[src/rtl/usb_out_ep_pkg.sv]
package usb_out_ep_pkg;
  typedef enum logic [1:0] {
    HS_NONE  = 2'd0,
    HS_ACK   = 2'd1,
    HS_STALL = 2'd2
  } hs_e;

  localparam int unsigned B_IEN  = 0;
  localparam int unsigned B_ISO  = 1;
  localparam int unsigned B_SSTL = 2;
  localparam int unsigned B_OVR  = 3;
  localparam int unsigned B_DERR = 4;
  localparam int unsigned B_FSTL = 5;
  localparam int unsigned B_TOG  = 6;

  typedef struct packed {
    hs_e  hs;
    logic keep;
    logic flip;
    logic set_fstl;
    logic set_derr;
  } verdict_t;
endpackage

[src/rtl/oep_pkt_judge.sv]
module oep_pkt_judge
  import usb_out_ep_pkg::*;
#(
  parameter int unsigned MAXP_W = 10,
  parameter int unsigned LEN_W  = 11
) (
  input  logic              pkt_valid,
  input  logic              pkt_pid_d1,
  input  logic              pkt_rx_err,
  input  logic [LEN_W-1:0]  pkt_len,
  input  logic              iso,
  input  logic              sw_stall,
  input  logic              fstl,
  input  logic              tog,
  input  logic [MAXP_W-1:0] maxp,
  output verdict_t          verdict
);
  logic oversize;

  always_comb begin
    oversize = pkt_len > LEN_W'(maxp);
    verdict  = '0;
    verdict.hs = HS_NONE;
    if (pkt_valid) begin
      if (iso && pkt_rx_err) verdict.set_derr = 1'b1;
      if (!iso && pkt_rx_err) begin
        verdict.hs = HS_NONE;
      end else if (oversize) begin
        verdict.hs       = HS_STALL;
        verdict.set_fstl = 1'b1;
      end else if (sw_stall || fstl) begin
        verdict.hs = HS_STALL;
      end else if (iso) begin
        verdict.keep = 1'b1;
      end else begin
        verdict.hs = HS_ACK;
        if (pkt_pid_d1 == tog) begin
          verdict.keep = 1'b1;
          verdict.flip = 1'b1;
        end
      end
    end
  end
endmodule

[src/rtl/oep_csr.sv]
module oep_csr
  import usb_out_ep_pkg::*;
#(
  parameter int unsigned MAXP_W   = 10,
  parameter int unsigned DATA_W   = 16,
  parameter int unsigned MAXP_RST = 64
) (
  input  logic              clk,
  input  logic              rst_n,
  input  logic              wr_en,
  input  logic              addr,
  input  logic [DATA_W-1:0] wdata,
  input  logic              set_ovr,
  input  logic              set_derr,
  input  logic              set_fstl,
  input  logic              tog_flip,
  output logic              ien,
  output logic              iso,
  output logic              sw_stall,
  output logic              ovr,
  output logic              derr,
  output logic              fstl,
  output logic              tog,
  output logic [MAXP_W-1:0] maxp,
  output logic [DATA_W-1:0] rdata
);
  logic ien_d, iso_d, sstl_d, ovr_d, derr_d, fstl_d, tog_d;
  logic [MAXP_W-1:0] maxp_d;
  logic wr_ctl, wr_size;

  always_comb begin
    wr_ctl  = wr_en && !addr;
    wr_size = wr_en && addr;
    ien_d  = ien;
    iso_d  = iso;
    sstl_d = sw_stall;
    ovr_d  = ovr;
    derr_d = derr;
    fstl_d = fstl;
    maxp_d = maxp;
    if (wr_ctl) begin
      ien_d  = wdata[B_IEN];
      iso_d  = wdata[B_ISO];
      sstl_d = wdata[B_SSTL];
      ovr_d  = ovr  & wdata[B_OVR];
      derr_d = derr & wdata[B_DERR];
      fstl_d = fstl & wdata[B_FSTL];
    end
    if (set_ovr)  ovr_d  = 1'b1;
    if (set_derr) derr_d = 1'b1;
    if (set_fstl) fstl_d = 1'b1;
    if (wr_size)  maxp_d = wdata[MAXP_W-1:0];
    tog_d = iso ? 1'b0 : (tog ^ tog_flip);
  end

  always_ff @(posedge clk or negedge rst_n) begin
    if (!rst_n) begin
      ien      <= 1'b0;
      iso      <= 1'b0;
      sw_stall <= 1'b0;
      ovr      <= 1'b0;
      derr     <= 1'b0;
      fstl     <= 1'b0;
      tog      <= 1'b0;
    end else begin
      ien      <= ien_d;
      iso      <= iso_d;
      sw_stall <= sstl_d;
      ovr      <= ovr_d;
      derr     <= derr_d;
      fstl     <= fstl_d;
      tog      <= tog_d;
    end
  end

  always_ff @(posedge clk or negedge rst_n) begin
    if (!rst_n) begin
      maxp <= MAXP_W'(MAXP_RST);
    end else if (wr_size) begin
      maxp <= maxp_d;
    end
  end

  always_comb begin
    rdata = '0;
    if (!addr) begin
      rdata[B_IEN]  = ien;
      rdata[B_ISO]  = iso;
      rdata[B_SSTL] = sw_stall;
      rdata[B_OVR]  = ovr;
      rdata[B_DERR] = derr;
      rdata[B_FSTL] = fstl;
      rdata[B_TOG]  = tog;
    end else begin
      rdata[MAXP_W-1:0] = maxp;
    end
  end
endmodule

[src/rtl/usb_out_ep_ctrl.sv]
module usb_out_ep_ctrl
  import usb_out_ep_pkg::*;
#(
  parameter int unsigned MAXP_W   = 10,
  parameter int unsigned DATA_W   = 16,
  parameter int unsigned MAXP_RST = 64,
  localparam int unsigned LEN_W   = MAXP_W + 1
) (
  input  logic              clk,
  input  logic              rst_n,
  input  logic              pkt_valid,
  input  logic              pkt_pid_d1,
  input  logic              pkt_rx_err,
  input  logic [LEN_W-1:0]  pkt_len,
  input  logic              fifo_overrun,
  input  logic              cpu_wr_en,
  input  logic              cpu_addr,
  input  logic [DATA_W-1:0] cpu_wdata,
  output logic [DATA_W-1:0] cpu_rdata,
  output logic [1:0]        hs_code,
  output logic              pkt_keep,
  output logic              irq_ovr
);
  logic ien_q, iso_q, sstl_q, ovr_q, derr_q, fstl_q, tog_q;
  logic [MAXP_W-1:0] maxp_q;
  verdict_t verdict;
  hs_e  hs_q;
  logic keep_q;

  oep_pkt_judge #(.MAXP_W(MAXP_W), .LEN_W(LEN_W)) u_judge (
    .pkt_valid (pkt_valid),
    .pkt_pid_d1(pkt_pid_d1),
    .pkt_rx_err(pkt_rx_err),
    .pkt_len   (pkt_len),
    .iso       (iso_q),
    .sw_stall  (sstl_q),
    .fstl      (fstl_q),
    .tog       (tog_q),
    .maxp      (maxp_q),
    .verdict   (verdict)
  );

  oep_csr #(.MAXP_W(MAXP_W), .DATA_W(DATA_W), .MAXP_RST(MAXP_RST)) u_csr (
    .clk     (clk),
    .rst_n   (rst_n),
    .wr_en   (cpu_wr_en),
    .addr    (cpu_addr),
    .wdata   (cpu_wdata),
    .set_ovr (fifo_overrun && iso_q),
    .set_derr(verdict.set_derr),
    .set_fstl(verdict.set_fstl),
    .tog_flip(verdict.flip),
    .ien     (ien_q),
    .iso     (iso_q),
    .sw_stall(sstl_q),
    .ovr     (ovr_q),
    .derr    (derr_q),
    .fstl    (fstl_q),
    .tog     (tog_q),
    .maxp    (maxp_q),
    .rdata   (cpu_rdata)
  );

  always_ff @(posedge clk or negedge rst_n) begin
    if (!rst_n) begin
      hs_q   <= HS_NONE;
      keep_q <= 1'b0;
    end else begin
      hs_q   <= verdict.hs;
      keep_q <= verdict.keep;
    end
  end

  assign hs_code  = hs_q;
  assign pkt_keep = keep_q;
  assign irq_ovr  = ovr_q & ien_q;
endmodule

[config.mk]
export PLATFORM = sky130hd
export DESIGN_NAME = usb_out_ep_ctrl
export DESIGN_NICKNAME = d
export VERILOG_FILES = /design/src/rtl/usb_out_ep_pkg.sv /design/src/rtl/oep_pkt_judge.sv /design/src/rtl/oep_csr.sv /design/src/rtl/usb_out_ep_ctrl.sv
export SDC_FILE = /design/constraint.sdc
export NUM_CORES = 1
export LEC_CHECK = 0
export ABC_AREA = 1
export BUFFER_PORTS_ARGS = -buffer_cell sky130_fd_sc_hd__buf_4
export CAP_MARGIN = 20
export CELL_PAD_IN_SITES_DETAIL_PLACEMENT = 1
export CELL_PAD_IN_SITES_GLOBAL_PLACEMENT = 2
export CORE_ASPECT_RATIO = 1.4
export CORE_MARGIN = 2
export CORE_UTILIZATION = 25
export DETAILED_ROUTE_END_ITERATION = 8
export GPL_ROUTABILITY_DRIVEN = 1
export HOLD_SLACK_MARGIN = 0.12
export PLACE_DENSITY = 0.83
export SLEW_MARGIN = 20
export SYNTH_ARGS = -nofsm -noshare
export SYNTH_HDL_FRONTEND = slang
export SYNTH_HIERARCHICAL = 1
export SYNTH_SLANG_ARGS = --single-unit
[constraint.sdc]
create_clock -name clk -period 2.4 [get_ports clk]
set_clock_uncertainty 0.1 [all_clocks]
set_input_delay 0.48 -clock clk [delete_from_list [all_inputs] [get_ports clk]]
set_output_delay 0.48 -clock clk [all_outputs]
set_load 0.005 [all_outputs]
==> run metrics, run 1 <==
Final Instance Area=1750 um^2; leakage=a little over 1 nW; WP data required=between 2 and 2.5 ns; Post-synth EDFFs=0; Clock Path Buffers=2; final setup fails=0; row cnt=31; number of buffers created by CTS=3; Synth Warn #=6; gr ovfl total=0; Placed Area=1690 um^2; gpl congestion=about 0.66; Die Area=6100 um^2; CP max-delay cell=dfstp_2; Reg area=502 um^2; top area cells in the synthesized netlist=dfrtp_1, nand2_1, ha_1, inv_1, buf_4; Peak Freq=between 500 and 600 MHz; core area=around 5200 um^2; Crit path max-delay family=simple AND/OR/NAND/NOR gates; Final nets=around 270; CP Capture Type=register; fillers=690; initial drt markers=17; top-count cell post-synth=nand2_1; critical path class=reg -> reg; fin crit period=around 2.0 ns; largest net degree at the start of global routing=21; initial antenna violation count=0; DP HPWL=roughly 2600 um; WL/cell=approximately 11 um; WP buf/inv=2; Fin Setup TNS=0 ns; Power Density=around 540 nW/um^2; Die X=66.6 um; post-cts resize count=0; Post-synth ARST share=1.00; max-slew violations=0; Yosys top cell area share=0.347; final wirelength=~3300 um; Synth area leader=dfrtp_1; worst hold path class=in -> reg; All-Layer GR Usage=0.119; area grow syn2layout=27.7%; vias in the first global route=1218; Final Hold Viols=0; detailed-route DRC error count=0; hold_buf cts=1; Initial Util=0.262; ys flop type=dfrtp_1; period utilisation layout=0.822; status=complete, no violations; Max FO, Critical Path=3; CTS root buf=clkbuf_8; IO Port Bufs=42; Vias=between 1000 and 1500; Worst-path clk slew=approximately 0.08 ns; RSZ-0062 raised after global routing=false; TritonCTS Sinks=20; CP Data Arrival Time=between 2 and 2.5 ns; global-route wire length before repair=between 5000 and 6000 um; Distinct cells, synth=24; crit-path cells=inv_1, ha_1, nand2_1, inv_2, nand2_2, nor2_4, nand4_2, nand2_2, nand2_2, nor2_1, nor2_1, nor3b_1; synth cell count leaders=nand2_1, inv_1, dfrtp_1; Post-Syn Area per Cell=~7.5 um^2; Yosys reg bits=20; post-CTS setup buffers=0; CTS tree=built; area occupied by multi-input gates=between 600 and 700 um^2; Critical Path Max Stage Delay=approximately 0.55 ns; Clk Latency, worst-skew pair=~0.26 ns; most used cell, CP=nand2_2; # IOs=55; Cells after Synth=184; Netlist Area Pre-Place=approximately 1400 um^2; post-route ant nets=0; Die Y=slightly above 90 um; critical path startpoint category=register; maxcap violations=0; Post-Layout Cell Count=between 200 and 300; Seq/Total Area, Yosys=0.366; Placed Instances=roughly 290; Peak supply drop=roughly 0.17 mV; htree depth=1; n_diodes=0; fraction of layout cells with a size suffix above 1=0.289; Vias/cell=4.15; TritonRoute pass-1 iters=3
-- metrics by stage --
| stage | total power [mW] | util | worst slack, ns | hold WS (ns) |
|---|---|---|---|---|
| after CTS | 0.971 | 0.335 | 0.391 | 0.344 |
| after detailed placement | 0.696 | 0.322 | 0.342 | 0.283 |
| final | 0.949 | 0.335 | 0.427 | 0.353 |
| after global routing | 1.03 | 0.335 | 0.219 | 0.348 |
| after global placement | 0.687 | 0.322 | 0.366 | 0.281 |
| after floorplan | 0.585 | - | 0.581 | 0.0844 |
-- area by class of cell --
cell class	count	share of cell area
multi-input combinational	124	0.376
sequential	20	0.286
timing repair buffer	43	0.186
inverter	34	0.0729
tap	66	0.0471
clock buffer	4	0.0314
-- power by group --
| group | total, mW | switching (mW) | leakage, nW | internal (mW) |
|---|---|---|---|---|
| Clock | 0.266 | 0.120 | 0.0288 | 0.146 |
| Combinational | 0.271 | 0.143 | 0.737 | 0.128 |
| Sequential | 0.411 | 0.0329 | 0.247 | 0.378 |
-- tightest hold or removal path, delay by kind of cell --
| kind | cells | cell delay [ns] |
|---|---|---|
| buf+inv | 1 | 0.08 |
| simple gates | 2 | 0.12 |
-- layout by cell type (no fill, tap or decap), drive strengths merged, types with 4 or more instances in the layout --
cell type	n
buf	42
clkbuf	4
conb	6
nand3	9
o21ai	10
nor2	10
nand2	70
ha	10
dfrtp	19
inv	34
a21oi	5
-- path summary, 6_finish.rpt --
| path | from | end | slack, ns | cells after the start |
|---|---|---|---|---|
| max | u_csr/maxp[6] | u_csr/tog | 0.43 | 12 |
| min | cpu_wdata[9] | u_csr/maxp[9] | 0.35 | 3 |
| max reg2reg | u_csr/maxp[6] | u_csr/tog | 0.43 | 12 |
| min reg2reg | u_csr/maxp[6] | u_csr/maxp[6] | 0.38 | 2 |
| max in group asynchronous | rst_n | u_csr/maxp[6] | 1.38 | 2 |
| min in group asynchronous | rst_n | u_csr/sw_stall | 0.54 | 2 |
-- state kept, by name (all words and copies together) (netlist names) --
signal          cells
u_csr/maxp         10
u_csr/fstl          1
pkt_keep            1
u_csr/tog           1
u_csr/derr          1
hs_code             2
u_csr/ien           1
u_csr/iso           1
u_csr/ovr           1
u_csr/sw_stall      1
-- cells by family after synthesis --
family | Yosys count | synth area share
xor+xnor | 1 | 0.00639
other cells | 1 | 0.00273
flops | 20 | 0.366
fa+ha+maj | 10 | 0.0912
simple gates | 92 | 0.296
buf+inv | 45 | 0.167
compound gates | 15 | 0.0712
-- layer usage --
| layer | share of wire | global-route usage | up-vias |
|---|---|---|---|
| met5 | 0 | 0 | - |
| met4 | 0.022 | 0.0561 | 0 |
| met1 | 0.42 | 0.147 | 556 |
| li1 | - | - | 622 |
| met3 | 0.031 | 0.00982 | 5 |
| met2 | 0.52 | 0.203 | 26 |
Note: power is estimated with default switching activity, not from simulation.
==> inputs of run 2 (changes only) <==
--- a/config.mk
+++ b/config.mk
@@ -12,11 +12,11 @@
 export CELL_PAD_IN_SITES_GLOBAL_PLACEMENT = 2
 export CORE_ASPECT_RATIO = 1.4
 export CORE_MARGIN = 2
-export CORE_UTILIZATION = 25
+export CORE_UTILIZATION = 23
 export DETAILED_ROUTE_END_ITERATION = 8
 export GPL_ROUTABILITY_DRIVEN = 1
 export HOLD_SLACK_MARGIN = 0.12
-export PLACE_DENSITY = 0.83
+export PLACE_DENSITY = 0.8
 export SLEW_MARGIN = 20
 export SYNTH_ARGS = -nofsm -noshare
 export SYNTH_HDL_FRONTEND = slang
==> constraint.sdc (replaced) <==
create_clock -name clk -period 1.7 [get_ports clk]
set_clock_uncertainty 0.1 [all_clocks]
set_input_delay 0.34 -clock clk [delete_from_list [all_inputs] [get_ports clk]]
set_output_delay 0.34 -clock clk [all_outputs]
set_load 0.005 [all_outputs]
==> run metrics, run 2 (same netlist as run 1, synthesis figures left out) <==
most frequent cells in the layout=nand2_1, buf_4, inv_1; DP HPWL=2800 um (+5.8%); IO Port Bufs=42 (unchanged); combinational power share=0.343 (+0.057); WP buf/inv=2 (unchanged); Initial Util=0.236 (-0.0263); maxcap violations=0 (unchanged); worst r2r src=u_csr/maxp[6]; Peak Freq=535 MHz (+5.6%); Top reg by flops=u_csr/maxp; CP endpoint=u_csr/tog; clock power share=0.254 (-0.026); vias in the first global route=1293 (+6.2%); Critical Path Max Stage Delay=0.54 ns (about the same); # IOs=55 (unchanged); Fin Setup TNS=-0.588 ns (-0.588 ns); Clk Latency, worst-skew pair=0.25 ns (about the same); WP data required=1.75 ns (-0.73 ns); WL/cell=10.8 um (-4.9%); CP startpoint=u_csr/maxp[6]; crit-path cells=inv_2, ha_4, nand2_2, inv_2, nand2_2, nor2_4, nand4_2, nand2_2, nand2_4, nor2_4, nand2_1, nor3b_2; Net Sw Power=0.430 mW (+45%); CP Capture Type=register; final setup fails=5 (+5); Max FO, Critical Path=2 (-1); Die Area=6600 um^2 (+8.2%); Final nets=287 (+5.9%); RSZ-0062 raised after global routing=true; critical path class=reg -> reg; largest net degree at the start of global routing=21 (unchanged); violated checks=negative setup slack; critical path startpoint category=register; area occupied by multi-input gates=708 um^2 (+7.4%); leakage=1.11 nW (+9.2%); most used cell, CP=nand2_2; Vias/cell=4.02 (-3.3%); most common cell after layout, fill and taps aside=nand2_1; final wirelength=3360 um (+1.6%); worst hold path class=in -> reg; Die X=69.3 um (+4.0%); Final Hold Viols=0 (unchanged); Die Y=95.4 um (+4.1%); Peak supply drop=0.302 mV (+76%); Place WS=-0.230 ns (-0.572 ns); CP max-delay cell=dfstp_2; Worst-path clk slew=0.07 ns (about the same); CP Data Arrival Time=1.91 ns (-0.14 ns); gr ovfl total=0 (unchanged); TritonCTS Sinks=20 (unchanged); fraction of layout cells with a size suffix above 1=0.373 (+0.0846); Vias=1249 (+3.3%); capture point of the worst reg-to-reg path=u_csr/tog; post-route ant nets=0 (unchanged); Sw Share=0.303 (-0.00846); Setup WS post-layout=-0.168 ns (-0.595 ns); flop-to-flop setup slack=-0.17 ns (-0.60 ns); n_diodes=0 (unchanged); CTS tree=built; row cnt=33 (+6.5%); fillers=725 (+5.1%); status=finished, violations left; gpl congestion=0.675 (+2.8%); R2R depth=12 (unchanged); CTS root buf=clkbuf_8; period utilisation layout=1.10 (+0.277); Reg area=502 um^2 (unchanged); Clock Path Buffers=2 (unchanged); core area=5820 um^2 (+11%); max-slew violations=0 (unchanged); initial drt markers=19 (+2); Power Density=735 nW/um^2 (+36%); P_int=0.987 mW (+51%); Placed Instances=304 (+6.3%); Sequential Power Share=0.403 (-0.031); Crit path max-delay family=simple AND/OR/NAND/NOR gates; max reg flops=10 (unchanged); TritonRoute pass-1 iters=4 (+1); area grow syn2layout=40.7%; All-Layer GR Usage=0.106 (-0.0124); Final Power=1.42 mW (+49%); critical path depth in cells=12 (unchanged); detailed-route DRC error count=0 (unchanged); initial antenna violation count=0 (unchanged); Post-Layout Cell Count=311 (+6.9%); htree depth=1 (unchanged); global-route wire length before repair=5700 um (+2.5%); number of buffers created by CTS=3 (unchanged); fin crit period=1.87 ns (-0.105 ns)
==> run 2: cell count changes in the layout (fill, tap and decap cells not counted), moves of 2 or more <==
cell and delta:
buf_4 +15, nor2_1 -3, nand2_1 -2, nor2_4 +2
==> run 2: repair_timing <==
| action | CTS | global route |
|---|---|---|
| gates resized for setup | 4 | 5 |
| endpoints found under the hold margin | 20 | 0 |
| buffers inserted | 2 | 0 |
| hold buffers | 1 | 0 |
| pin swaps | 2 | 5 |
| setup endpoints to repair | 5 | 6 |
==> run 2: per-layer routing <==
metal,GRT usage,wire length (um),vias to the layer above
met4,0.0343,33,0
li1,-,-,654
met2,0.209,1900,24
met1,0.120,1330,569
met3,0.00846,95,2
met5,0,0,-
==> run 2: cell type report <==
| type | instances | share of cell area |
|---|---|---|
| clock buffer | 4 | 0.0285 |
| inverter | 34 | 0.0661 |
| multi-input combinational | 124 | 0.367 |
| sequential | 20 | 0.260 |
| tap | 70 | 0.0454 |
| timing repair buffer | 59 | 0.233 |
==> run 2: power groups by stage <==
stage               registers, mW  logic [mW]  clock network (mW)
floorplan                   0.578       0.257                   0
global placement            0.578       0.464                   0
detailed placement          0.583       0.475                   0
CTS                         0.573       0.489               0.378
global route                0.581       0.554               0.392
finish                      0.571       0.486               0.359
==> run 2: worst min path at each step <==
stage	startpoint	endpoint	slack (ns)	cells past startpoint
floorplan	rst_n	hs_code[0]	-0.06	0
global placement	rst_n	pkt_keep	0.14	1
detailed placement	rst_n	hs_code[0]	0.14	1
CTS	cpu_wdata[6]	u_csr/maxp[6]	0.20	3
global route	cpu_wdata[6]	u_csr/maxp[6]	0.22	3
finish	cpu_wdata[6]	u_csr/maxp[6]	0.21	3
==> run 2: tightest hold or removal path: stages <==
cell	delay, ns
buf_4	0.11
nand3_1	0.07
nand2_1	0.05
==> run 2: through the flow <==
stage / instance area (um^2) / hold slack, ns / util
3_3_place_gp: 1810 / 0.137 / 0.312
5_1_grt: 1930 / 0.224 / 0.331
4_1_cts: 1910 / 0.205 / 0.328
3_5_place_dp: 1810 / 0.139 / 0.312
2_1_floorplan: 1410 / -0.0556 / -
6_report: 1930 / 0.209 / 0.331
